[src/rtl/qdm_pkg.sv]
package qdm_pkg;
  typedef enum logic [1:0] {
    LO_ZERO = 2'd0,
    LO_POS  = 2'd1,
    LO_NEG  = 2'd2
  } lo_e;

  localparam logic [1:0] MODE_DNCONV = 2'b10;
  localparam int unsigned NUM_LEGS = 2;
endpackage

[src/rtl/qdm_phase_gen.sv]
module qdm_phase_gen
  import qdm_pkg::*;
#(
  parameter int unsigned PW = 2
) (
  input  logic clk_i,
  input  logic rst_ni,
  input  logic adv_i,
  input  logic sync_i,
  input  logic upper_sb_i,
  output lo_e  cos_o,
  output lo_e  sin_o
);
  localparam logic [PW-1:0] PH_ZERO = '0;

  logic [PW-1:0] ph_q, ph_eff;

  // sync applies to the sample in the same cycle
  assign ph_eff = sync_i ? PH_ZERO : ph_q;

  always_ff @(posedge clk_i or negedge rst_ni) begin
    if (!rst_ni)     ph_q <= PH_ZERO;
    else if (adv_i)  ph_q <= ph_eff + 1'b1;
    else if (sync_i) ph_q <= PH_ZERO;
  end

  lo_e sin_raw;

  always_comb begin
    cos_o   = LO_ZERO;
    sin_raw = LO_ZERO;
    unique case (ph_eff[1:0])
      2'd0: cos_o   = LO_POS;
      2'd1: sin_raw = LO_POS;
      2'd2: cos_o   = LO_NEG;
      default: sin_raw = LO_NEG;
    endcase
  end

  // upper sideband: imaginary leg uses -sin
  always_comb begin
    sin_o = sin_raw;
    if (upper_sb_i) begin
      unique case (sin_raw)
        LO_POS:  sin_o = LO_NEG;
        LO_NEG:  sin_o = LO_POS;
        default: sin_o = LO_ZERO;
      endcase
    end
  end
endmodule

[src/rtl/qdm_sign_unit.sv]
module qdm_sign_unit
  import qdm_pkg::*;
#(
  parameter int unsigned DW = 16
) (
  input  logic [DW-1:0] x_i,
  input  lo_e           lo_i,
  input  logic          bypass_i,
  output logic [DW-1:0] y_o
);
  localparam logic [DW-1:0] S_MIN = {1'b1, {(DW-1){1'b0}}};
  localparam logic [DW-1:0] S_MAX = {1'b0, {(DW-1){1'b1}}};

  logic [DW-1:0] neg;
  assign neg = (x_i == S_MIN) ? S_MAX : (~x_i + 1'b1);

  always_comb begin
    if (bypass_i) y_o = x_i;
    else begin
      unique case (lo_i)
        LO_POS:  y_o = x_i;
        LO_NEG:  y_o = neg;
        default: y_o = '0;
      endcase
    end
  end
endmodule

[src/rtl/quad_downmix.sv]
module quad_downmix
  import qdm_pkg::*;
#(
  parameter int unsigned DW = 16
) (
  input  logic          clk_i,
  input  logic          rst_ni,
  input  logic [DW-1:0] sample_i,
  input  logic          valid_i,
  input  logic          upper_sb_i,
  input  logic          sync_i,
  input  logic [1:0]    mode_i,
  output logic [DW-1:0] re_o,
  output logic          re_valid_o,
  output logic [DW-1:0] im_o,
  output logic          im_valid_o
);
  logic bypass;
  lo_e  lo      [NUM_LEGS];
  logic [DW-1:0] leg_d [NUM_LEGS];
  logic [DW-1:0] leg_q [NUM_LEGS];
  logic [NUM_LEGS-1:0] vld_q;

  assign bypass = (mode_i != MODE_DNCONV);

  qdm_phase_gen #(.PW(2)) u_phase (
    .clk_i      (clk_i),
    .rst_ni     (rst_ni),
    .adv_i      (valid_i),
    .sync_i     (sync_i),
    .upper_sb_i (upper_sb_i),
    .cos_o      (lo[0]),
    .sin_o      (lo[1])
  );

  for (genvar g = 0; g < NUM_LEGS; g++) begin : g_leg
    qdm_sign_unit #(.DW(DW)) u_sign (
      .x_i      (sample_i),
      .lo_i     (lo[g]),
      .bypass_i (bypass),
      .y_o      (leg_d[g])
    );

    always_ff @(posedge clk_i or negedge rst_ni) begin
      if (!rst_ni) begin
        leg_q[g] <= '0;
        vld_q[g] <= 1'b0;
      end else begin
        vld_q[g] <= valid_i;
        if (valid_i) leg_q[g] <= leg_d[g];
      end
    end
  end

  assign re_o       = leg_q[0];
  assign im_o       = leg_q[1];
  assign re_valid_o = vld_q[0];
  assign im_valid_o = vld_q[1];
endmodule

[config.mk]
export PLATFORM = sky130hd
export DESIGN_NAME = quad_downmix
export DESIGN_NICKNAME = d
export VERILOG_FILES = /design/src/rtl/qdm_pkg.sv /design/src/rtl/qdm_phase_gen.sv /design/src/rtl/qdm_sign_unit.sv /design/src/rtl/quad_downmix.sv
export SDC_FILE = /design/constraint.sdc
export NUM_CORES = 1
export LEC_CHECK = 0
export ABC_AREA = 1
export BUFFER_PORTS_ARGS = -buffer_cell sky130_fd_sc_hd__buf_4
export CORE_ASPECT_RATIO = 0.75
export CORE_MARGIN = 4
export CORE_UTILIZATION = 30
export CTS_BUF_LIST = sky130_fd_sc_hd__clkbuf_8
export CTS_CLUSTER_DIAMETER = 100
export DETAILED_ROUTE_END_ITERATION = 8
export PLACE_DENSITY = 0.55
export SYNTH_ARGS = -nofsm -noshare
export SYNTH_HDL_FRONTEND = slang
export SYNTH_SLANG_ARGS = --single-unit
[constraint.sdc]
create_clock -name clk_i -period 5.9 [get_ports clk_i]
set_clock_uncertainty 0.1 [all_clocks]
set_input_delay 0.59 -clock clk_i [delete_from_list [all_inputs] [get_ports clk_i]]
set_output_delay 0.59 -clock clk_i [all_outputs]
set_load 0.005 [all_outputs]
==> After elaboration in Yosys (flattened, before gate mapping) <==
Index checks and enable logic that the tools add are counted.
{ "word_totals": {"ff_bits": 35, "in_bits": 23, "output_inout_bits": 34} }
{ "op_classes": {"n_addsub": 2, "n_eq_ne": 10, "mux": 11, "n_bitwise": 1, "reduce_logical": 2} }
{ "op_table": {"columns": ["op", "n"], "rows": [
  ["$pmux W16 S2", 2],
  ["$mux W16", 3],
  ["$add A16 B1 Y16 const B", 1],
  ["$eq A16 B16 Y1 const B", 1],
  ["$not A16 Y16", 1],
  ["$pmux W2 S2", 3],
  ["$eq A2 B1 Y1 const B", 4],
  ["$eq A2 B2 Y1 const B", 4],
  ["$mux W2", 3],
  ["$add A2 B1 Y2 const B", 1],
  ["$logic_not A2 Y1", 1],
  ["$ne A2 B2 Y1 const B", 1],
  ["$reduce_or A2 Y1", 1]
]} }

==> Longest topological paths before layout <==
Gate-level depths: netlist of the first run.
{ "logic_depth": {"word_depth": 10, "depth_mapped": 15, "mapped_depth_nobuf": 15} }

==> Modules after synthesis <==
A second synthesis of the first run with hierarchy kept.
{ "unflattened": {"hier_cells": 551, "hier_area_um2": 3330.7} }
{ "by_module_without_submodules": {"columns": ["mod", "n_inst", "cells_per_inst", "area_per_inst_um2", "seq_area_each_um2"], "rows": [
  ["qdm_sign_unit", 2, 194, 913.4, 0.0],
  ["quad_downmix", 1, 140, 1332.5, 825.8],
  ["qdm_phase_gen", 1, 23, 171.4, 50.0]
]} }

==> Least setup slack after synthesis of the first run <==
Ideal clock, no wire load.
{ "synth_path": {"kind": "input -> register", "start": "input port sync_i", "end": "register leg_q (netlist bit im_o[12])", "arrival_time_ps": 2158, "required_time_ps": 5723, "setup_slack_ps": 3565, "stages": 10, "cell_sequence": "inv_1 -> nand2_1 -> inv_1 -> ha_1 -> o21ai_0 -> ha_1 -> nor2_1 -> buf_2 -> nand2_1 -> a21oi_1"} }
{ "synth_between": {"elab_chain_len": 10} }
{ "synth_rtl": {"columns": ["element", "line_no", "source"], "rows": [
  ["start: declaration", "quad_downmix.sv:11", "input logic sync_i,"],
  ["$mux W2 (*)", null, null],
  ["$eq A2 B2 Y1 / $logic_not A2 Y1 (equally long branches)", "qdm_phase_gen.sv:32", "unique case (ph_eff[1:0])"],
  ["$reduce_or A2 Y1 (no line)", null, null],
  ["$pmux W2 S2 (*)", "qdm_phase_gen.sv:32", null],
  ["$eq A2 B2 Y1 / $eq A2 B1 Y1 (equally long branches)", "qdm_phase_gen.sv:44", "unique case (sin_raw)"],
  ["$pmux W2 S2", "qdm_phase_gen.sv:44", null],
  ["$mux W2 (*)", "qdm_phase_gen.sv:43", "if (upper_sb_i) begin"],
  ["$eq A2 B2 Y1 / $eq A2 B1 Y1 (equally long branches)", "qdm_sign_unit.sv:20", "unique case (lo_i)"],
  ["$pmux W16 S2 (*)", "qdm_sign_unit.sv:20", null],
  ["$mux W16 (*)", "qdm_sign_unit.sv:18", "if (bypass_i) y_o = x_i;"],
  ["end signal: indexed assignment", "quad_downmix.sv:50", "if (valid_i) leg_q[g] <= leg_d[g];"],
  ["end: declaration", "quad_downmix.sv:21", "logic [DW-1:0] leg_q [NUM_LEGS];"]
]} }
Mark *: on every way between the ends. The rest lies on a longest branch, timed or not.
A chain may end at the register's enable or synchronous reset.

==> Worst setup path in the final report of the first run <==
{ "layout_path": {"start": "input port sync_i", "end": "register leg_q (netlist bit im_o[0])"} }
The elaborated chain is that of the path after synthesis.

==> results by stage, run 1 <==
Clock tree:
- Buffers inserted to repair hold after CTS numbered 0.
- The clock passes through at most 2 buffers.
- The quantity of gates resized following cts is 0.
- The total number of clock tree sinks is 35.
- In this run, CTS created clock tree buffers numbering 5.
- The count of H-tree levels built during CTS is 2.
- The post-CTS setup buffer count is 0.
- TritonCTS built the clock tree.
- Clock-pin slew was measured on the worst setup and hold paths at roughly 80 ps.
- Clock tree synthesis selected as its root buffer the cell sky130_fd_sc_hd__clkbuf_8.
- The clock reaches the later pin of the worst-skew pair after approximately 280 ps.

Synth:
- The number of standard cells after synthesis is about 390.
- Multiplexer cells account for 0% of the synthesized area.
- The share of the Yosys chip area taken by registers is approximately a third.
- After Yosys synthesis, and, or, nand and nor cells account for 37.2% of the synthesized area.
- sky130_fd_sc_hd__dfrtp_1 takes more of the synthesized area than any other cell.
- After synthesis, the largest family of logic cells by area is simple AND/OR/NAND/NOR gates.
- The number of nets produced by synthesis is about 420.
- For this run, the leading register cell type out of synthesis is sky130_fd_sc_hd__dfrtp_1.
- The number of warnings issued by yosys is 0.
- By area the synthesized netlist is led by sky130_fd_sc_hd__dfrtp_1, sky130_fd_sc_hd__nand2_1, sky130_fd_sc_hd__a21oi_1, sky130_fd_sc_hd__nor2_1, sky130_fd_sc_hd__inv_1.
- The synthesized netlist devotes 13.3% of its cell area to compound gates.
- The synthesized netlist devotes between 1.5 and 2% of its cell area to XOR and XNOR gates.
- Dividing the synthesized area by the synthesized cell count gives 6.45 um2.
- The most common cell in the synthesized netlist is sky130_fd_sc_hd__nand2_1.
- Yosys mapped a number of flops with a built-in enable equal to 0.
- The cell area that synthesis handed to floorplanning was about 2500 um2.
- The share of flip-flops with an asynchronous set or reset after synthesis is 100%.
- The synthesized design devotes to its leading area cell type 35.2% of total area.
- The number of storage elements in the synthesis netlist is 35.
- Counting instances in the post-synthesis netlist gives the leading cell types as sky130_fd_sc_hd__nand2_1, sky130_fd_sc_hd__nor2_1, sky130_fd_sc_hd__a21oi_1, sky130_fd_sc_hd__dfrtp_1, sky130_fd_sc_hd__inv_1.
- Synthesis instantiated 24 different standard cells from the library.
- The adder-cell share of the synthesized area is around 4.5%.

Critical path:
- The beginning of the worst register-to-register path is u_phase.ph_q[0].
- The highest-delay cell along the critical path is sky130_fd_sc_hd__nor2_1.
- In this run the worst setup path terminates at im_o[0].
- The startpoint type of the worst setup path is a primary input.
- The worst setup path is of the in2reg kind.
- In this run the worst path has a maximum fanout of 16.
- The end of the worst register-to-register path is im_o[0].
- The number of cells traversed by the worst register-to-register path is 10.
- For this run, the slowest stage of the critical path takes around 900 ps.
- The critical path required time is 6020 ps.
- The launching element of the worst setup path is sync_i.
- Across all register-to-register paths, the minimum setup slack is about 3000 ps.
- The endpoint kind of the worst setup timing path is a flop.
- The critical path goes through buf_4, inv_1, nand2_1, inv_1, ha_1, inv_1, o21ai_0, ha_1, nor2_1, o21ai_0, nand2_1, nand3_1, nand2_1.
- Data arrives at the worst endpoint at 3130 ps.

Job:
- Max-cap violations in this run came to 0.

Power and ir drop:
- Power spread over the standard cell area amounts to around 210 nW/um2.
- Across the VDD grid, the largest voltage drop is between 80 and 90 uV.
- The leakage power is 1.53 nW.
- Total power for the finished layout comes to between 0.6 and 0.7 mW.

Timing:
- The post-route worst hold slack is between 100 and 150 ps.
- Setup repair after global routing left no endpoint under its margin.
- The achievable frequency is about 0.33 GHz.
- The final max-slew violation count was 0.
- At the pin with the least slew margin, the transition time is 1190 ps.
- Headroom to the max-slew limit came out at between 20% and 30%.
- In the finished design, the share of the clock period the worst path needs comes to between 50% and 60%.
- The accumulated negative setup slack is 0 ps.
- The hold violation count in the final report came to 0.
- Setup violations remaining at the end of the flow were counted as 0.
- The shortest period the worst path allows is roughly 3000 ps.
- The post-layout worst setup margin is 2890 ps.

Floorplan:
- From bottom edge to top edge, the die measures approximately 87 um.
- The core footprint is about 8000 um2.
- The horizontal die dimension is around 110 um.
- The floorplan step defined a die boundary enclosing just under 10000 um2.
- Once the floorplan was initialized, standard cells occupied between 30% and 40% of the core.
- The boundary pin count is 57.
- The number of standard-cell rows in the floorplan is 28.

Finish:
- The final layout contains 468 nets.
- Cells with a size suffix above 1 make up a little under a fifth of the layout.
- The post-synthesis to final-layout area growth is 22.9%.
- The final antenna diode count is 0.
- The layout has 896 filler cells.

Placed design:
- Once detailed placement completed, the half-perimeter wirelength came to around 5200 um.
- The count of port buffers added during placement is between 50 and 60.
- The routability-driven placement congestion ratio is roughly 0.85.
- Prior to clock tree synthesis, the placed netlist has a worst setup slack of 2550 ps.

Drt:
- The number of DRC markers after the initial detailed-route iteration is between 100 and 150.
- Dividing the detail-routed wire length by the instance count gives ~13 um.
- The detailed-route vias per instance is 4.76.
- Once detail routing completed, the nets flagged for antenna violations numbered 0.
- Wires add up to between 7000 and 8000 um.
- For this run, the detailed router's first-pass iteration total came to 4.
- Across all layers, the routed design uses between 2000 and 3000 vias.
- The DRC violation count after routing is 0.

GRT:
- The remaining global-route overflow is 0.
- Global routing consumed, over all layers together, roughly 16% of the routing resources.
- The global-route track usage on met2 is between 20% and 30%.
- The number of global-route vias before repair is between 2000 and 3000.
- The number of antenna violations at the first check in global routing is 0.
- The fraction of met3 tracks used by global routing is under 10%.
- The global routing usage on met1 is 22.2%.
- The wire length of the first global-routing pass is around 12000 um.
- The pin count of the biggest net entering global routing is 37.
- The routing layer with the top usage in global route is met2.

Min path:
- The worst hold path belongs to the class in2async.

Outcome:
- The flow ran to the end, and the final reports show no timing, DRC or antenna violations.
-- registers in the layout, summed over array words and instances (netlist names) --
signal,count
im_o,16
re_valid_o,1
re_o,16
u_phase.ph_q,2
-- logic make-up after synthesis --
logic type	after synthesis
AO/OA/AOI/OAI	64
XOR/XNOR	5
buffers and inverters	49
flip-flops	35
adder cells (fa/ha/maj)	9
AND/OR/NAND/NOR	224
-- how the worst min path moves through the flow --
| stage | start | endpoint | slack (ps) | cells past startpoint |
|---|---|---|---|---|
| floorplan | rst_ni | im_o[0] | 190 | 0 |
| global placement | re_o[0] | re_o[0] | 370 | 2 |
| detailed placement | re_o[0] | re_o[0] | 380 | 2 |
| CTS | rst_ni | im_o[15] | 160 | 1 |
| global route | rst_ni | im_o[8] | 170 | 1 |
| finish | rst_ni | im_o[8] | 150 | 1 |
-- through the flow --
stage          utilization (%)  std cells  instance area (um2)
3_5_place_dp              37.3        534                 2980
5_1_grt                   38.3        542                 3060
4_1_cts                   38.3        542                 3060
2_1_floorplan                -        386                 2490
6_report                  38.3        542                 3060
3_3_place_gp              37.3        534                 2980
-- cell usage in the layout, fill, tap and decap left out --
| master | n |
|---|---|
| sky130_fd_sc_hd__nand2_2 | 4 |
| sky130_fd_sc_hd__buf_4 | 57 |
| sky130_fd_sc_hd__nand2_1 | 142 |
| sky130_fd_sc_hd__nand4_1 | 2 |
| sky130_fd_sc_hd__nand3_1 | 18 |
| sky130_fd_sc_hd__inv_2 | 1 |
| sky130_fd_sc_hd__xor2_1 | 5 |
| sky130_fd_sc_hd__nor2_4 | 1 |
| sky130_fd_sc_hd__o21ai_1 | 4 |
| sky130_fd_sc_hd__clkbuf_8 | 5 |
| sky130_fd_sc_hd__inv_1 | 35 |
| sky130_fd_sc_hd__nand3_2 | 2 |
| sky130_fd_sc_hd__dfrtp_1 | 35 |
| sky130_fd_sc_hd__clkinv_2 | 1 |
| sky130_fd_sc_hd__nand3_4 | 1 |
| sky130_fd_sc_hd__o21ai_0 | 13 |
| sky130_fd_sc_hd__o21bai_1 | 1 |
| sky130_fd_sc_hd__nor2_2 | 6 |
| sky130_fd_sc_hd__a21oi_1 | 44 |
| sky130_fd_sc_hd__nor2_1 | 48 |
| sky130_fd_sc_hd__a21oi_2 | 2 |
| sky130_fd_sc_hd__ha_1 | 9 |
| sky130_fd_sc_hd__clkinv_1 | 1 |
-- power breakdown --
| part | switching [mW] | leakage [nW] | internal [mW] |
|---|---|---|---|
| sequential | 0.0135 | 0.407 | 0.266 |
| clock | 0.0919 | 0.0505 | 0.0796 |
| combinational | 0.102 | 1.08 | 0.0760 |
| total | 0.208 | 1.53 | 0.421 |
-- cell type report --
| type | count | area, um2 | area share, % |
|---|---|---|---|
| inverter | 35 | 131 | 4.29 |
| timing repair buffer | 57 | 428 | 14.0 |
| clock inverter | 3 | 12.5 | 0.409 |
| multi-input combinational | 302 | 1410 | 46.2 |
| sequential | 35 | 876 | 28.6 |
| clock buffer | 5 | 68.8 | 2.25 |
| tap | 105 | 131 | 4.29 |
-- layer usage --
layer,part of all wire (%),vias up,wire (um)
met5,0,-,0
met1,51,1206,3730
met2,43,61,3090
met3,5.2,7,378
li1,-,1308,-
met4,0.77,0,56
-- worst max-delay path: cells and delay by family --
kind | cells | cell delay [ps]
fa+ha+maj | 2 | 460
buf+inv | 4 | 380
compound gates | 2 | 440
simple gates | 5 | 1280
(Power assumes the default switching activity.)
==> run 2: changes to the inputs <==
--- a/config.mk
+++ b/config.mk
@@ -13,7 +13,7 @@
 export CTS_BUF_LIST = sky130_fd_sc_hd__clkbuf_8
 export CTS_CLUSTER_DIAMETER = 100
 export DETAILED_ROUTE_END_ITERATION = 8
-export PLACE_DENSITY = 0.55
+export PLACE_DENSITY = 0.57
 export SYNTH_ARGS = -nofsm -noshare
 export SYNTH_HDL_FRONTEND = slang
 export SYNTH_SLANG_ARGS = --single-unit
==> constraint.sdc (replaced) <==
create_clock -name clk_i -period 2.7 [get_ports clk_i]
set_clock_uncertainty 0.1 [all_clocks]
set_input_delay 0.27 -clock clk_i [delete_from_list [all_inputs] [get_ports clk_i]]
set_output_delay 0.27 -clock clk_i [all_outputs]
set_load 0.005 [all_outputs]
==> run 2 against run 1 <==
  * Sequential share of layout area fell by 0.74 points
  * Global-route usage is essentially flat
  * Count of clock-buffer cells in the layout grew 2
==> results by stage, run 2 (synthesis results as in run 1) <==
Outcome:
- The flow ran to the end, and the final reports show no timing, DRC or antenna violations.

Clock tree:
- The total clock buffers created by CTS came to 5 (unchanged).
- The clock-pin slew on the worst setup and hold paths is 80 ps (about the same).
- The count of H-tree levels built during CTS came to 2 (unchanged).
- The number of hold buffers added after cts is 1 (+1).
- The root buffer cell chosen for the clock tree is sky130_fd_sc_hd__clkbuf_8.
- TritonCTS built the clock tree.
- The number of buffers between clock root and the deepest sink is 2 (unchanged).
- The quantity of gates resized following cts is 0 (unchanged).
- The post-CTS setup buffer count is 0 (unchanged).
- The clock latency reported for the late side of the worst-skew pair is 290 ps (about the same).
- The total number of clock tree sinks is 35 (unchanged).

Floorplan:
- The initial standard-cell utilization of the core came to 31.2% (unchanged).
- The core footprint was 7990 um2 (unchanged).
- The horizontal die dimension came to 113 um (unchanged).
- The number of standard-cell rows in the floorplan is 28 (unchanged).
- The boundary pin count came to 57 (unchanged).
- The die height is 86.9 um (unchanged).
- The die area is 9840 um2 (unchanged).

Job:
- The max-capacitance violation count was 0 (unchanged).

Drt:
- The vias after detailed routing is 2599 (+0.66%).
- The detailed-route vias per instance was 4.73 (-0.81%).
- The routed length per instance is 13.6 um (+1.4%).
- The DRC violation count after routing is 0 (unchanged).
- The final wirelength is 7470 um (+2.9%).
- The antenna violation net count after detailed routing is 0 (unchanged).
- The number of DRC markers after the initial detailed-route iteration is 158 (+17%).
- The detailed-router iteration count before antenna repair is 4 (unchanged).

Finish:
- The fraction of layout cells with a size suffix above 1 was 19.8% (+1.5 points).
- The final antenna diode count was 0 (unchanged).
- Leaving out fill and tap cells, the most frequent cell in the layout is sky130_fd_sc_hd__nand2_1.
- The final layout net count is 476 (+1.7%).
- The number of fill cells is 866 (-3.3%).
- The final design utilization is 39.3% (+1.0 points).
- The post-synthesis to final-layout area growth is 26.2%.
- The library cells used most frequently in the layout, excluding fill and tap cells, are sky130_fd_sc_hd__nand2_1, sky130_fd_sc_hd__buf_4, sky130_fd_sc_hd__nor2_1.

Critical path:
- The delay of the slowest critical-path stage was 520 ps (-380 ps).
- The worst setup path is of the reg2reg kind.
- The startpoint type of the worst setup path is a flop.
- The endpoint kind of the worst setup timing path is a flop.
- The worst endpoint data arrival time is 2530 ps (-600 ps).
- The highest fanout seen on the critical path was 13 (-3).
- For this design, the slowest cell found on the critical path is sky130_fd_sc_hd__ha_1.
- The critical path required time was 2810 ps (-3210 ps).
- The critical path goes through nand2_1, inv_1, ha_1, nand2_1, o21ai_0, inv_1, ha_1, inv_1, o21ai_0, nand2_1, a21oi_1.

Timing:
- The shortest period the worst path allows is between 2000 and 2500 ps.
- The achievable frequency is just over 0.4 GHz.
- The number of setup violations in the final report was 0 (unchanged).
- The final critical path takes up 89.6% of the cycle.
- The worst-margin pin slew was 689 ps (-498 ps).
- The accumulated negative setup slack is 0 ps (unchanged).
- The hold violation count in the final report was 0 (unchanged).
- The final max-slew violation count came to 0 (unchanged).
- Setup repair after global routing left no endpoint under its margin.
- The relative slew slack is 54.0% (+33 points).

Placed design:
- The count of port buffers added during placement was 56 (unchanged).
- The HPWL after detailed placement is 5490 um (+6.0%).
- The routability-driven placement congestion ratio came to 0.971 (+14%).

Min path:
- The classification of the worst-slack hold path is in2reg.

GRT:
- The number of antenna violations at the first check in global routing came to 0 (unchanged).
- The global router's overall resource usage came to 15.5% (about the same).
- The remaining global-route overflow came to 0 (unchanged).
- The number of global-route vias before repair is 2477 (-2.1%).
- The wire length of the first global-routing pass was 12400 um (+0.84%).
- The pin count of the biggest net entering global routing is 36 (-2.7%).

Power and ir drop:
- The leakage power came to 1.58 nW (+2.9%).
- The power per unit of standard cell area came to 461 nW/um2 (+120%).
- The maximum vdd drop was 187 uV (+110%).
-- run 2: cell count changes in the layout (fill, tap and decap cells not counted) --
cell,change
sky130_fd_sc_hd__buf_4,+7
sky130_fd_sc_hd__dlygate4sd3_1,+1
sky130_fd_sc_hd__clkinv_2,-1
sky130_fd_sc_hd__inv_1,-1
sky130_fd_sc_hd__clkbuf_8,+2
-- run 2: worst max-delay path: cells and delay by family, from the launching register on --
family / cells / cell delay, ps
adders and majority gates: 2 / 740
AOI/OAI and AO/OA: 3 / 450
buffers and inverters: 3 / 410
DFF: 1 / 360
and+or+nand+nor: 3 / 280
-- run 2: power by group --
group / internal (mW) / switching (mW) / leakage, nW
sequential: 0.580 / 0.0313 / 0.407
combinational: 0.175 / 0.229 / 1.11
clock: 0.230 / 0.203 / 0.0557
-- run 2: path summary, 6_finish.rpt --
kind | startpoint | depth (start not counted) | end | slack [ps]
worst max-delay path | u_phase.ph_q[0] | 11 | im_o[2] | 280
worst min-delay path | sample_i[13] | 5 | re_o[13] | 250
worst max register to register | u_phase.ph_q[0] | 11 | im_o[2] | 280
worst min register to register | im_o[0] | 2 | im_o[0] | 390
max in group asynchronous | rst_ni | 2 | im_o[3] | 1810
min in group asynchronous | rst_ni | 2 | re_o[8] | 370
-- run 2: layout make-up --
| class | instances | area [um2] | share of cell area, % |
|---|---|---|---|
| inverter | 35 | 131 | 4.18 |
| clock buffer | 7 | 96.3 | 3.07 |
| tap | 105 | 131 | 4.18 |
| multi-input combinational | 302 | 1410 | 45.0 |
| sequential | 35 | 876 | 27.9 |
| clock inverter | 1 | 3.75 | 0.119 |
| timing repair buffer | 65 | 490 | 15.6 |
-- run 2: routing by layer --
metal / GRT usage, % / part of all wire, % / up-vias
met5: 0 / 0 / -
met4: 3.49 / 0.56 / 0
met3: 2.92 / 5.5 / 7
met2: 24.2 / 43 / 68
met1: 22.4 / 51 / 1200
li1: - / - / 1324
-- run 2: through the flow --
| stage | hold WS (ps) | cells | setup slack (ps) | instance area, um2 | total power, mW |
|---|---|---|---|---|---|
| 2_1_floorplan | -126 | 386 | 637 | 2490 | 0.823 |
| 3_3_place_gp | 163 | 541 | 332 | 3030 | 1.02 |
| 3_5_place_dp | 160 | 541 | 224 | 3030 | 1.03 |
| 4_1_cts | 244 | 550 | 309 | 3140 | 1.46 |
| 5_1_grt | 264 | 550 | 69.7 | 3140 | 1.54 |
| 6_report | 249 | 550 | 281 | 3140 | 1.45 |
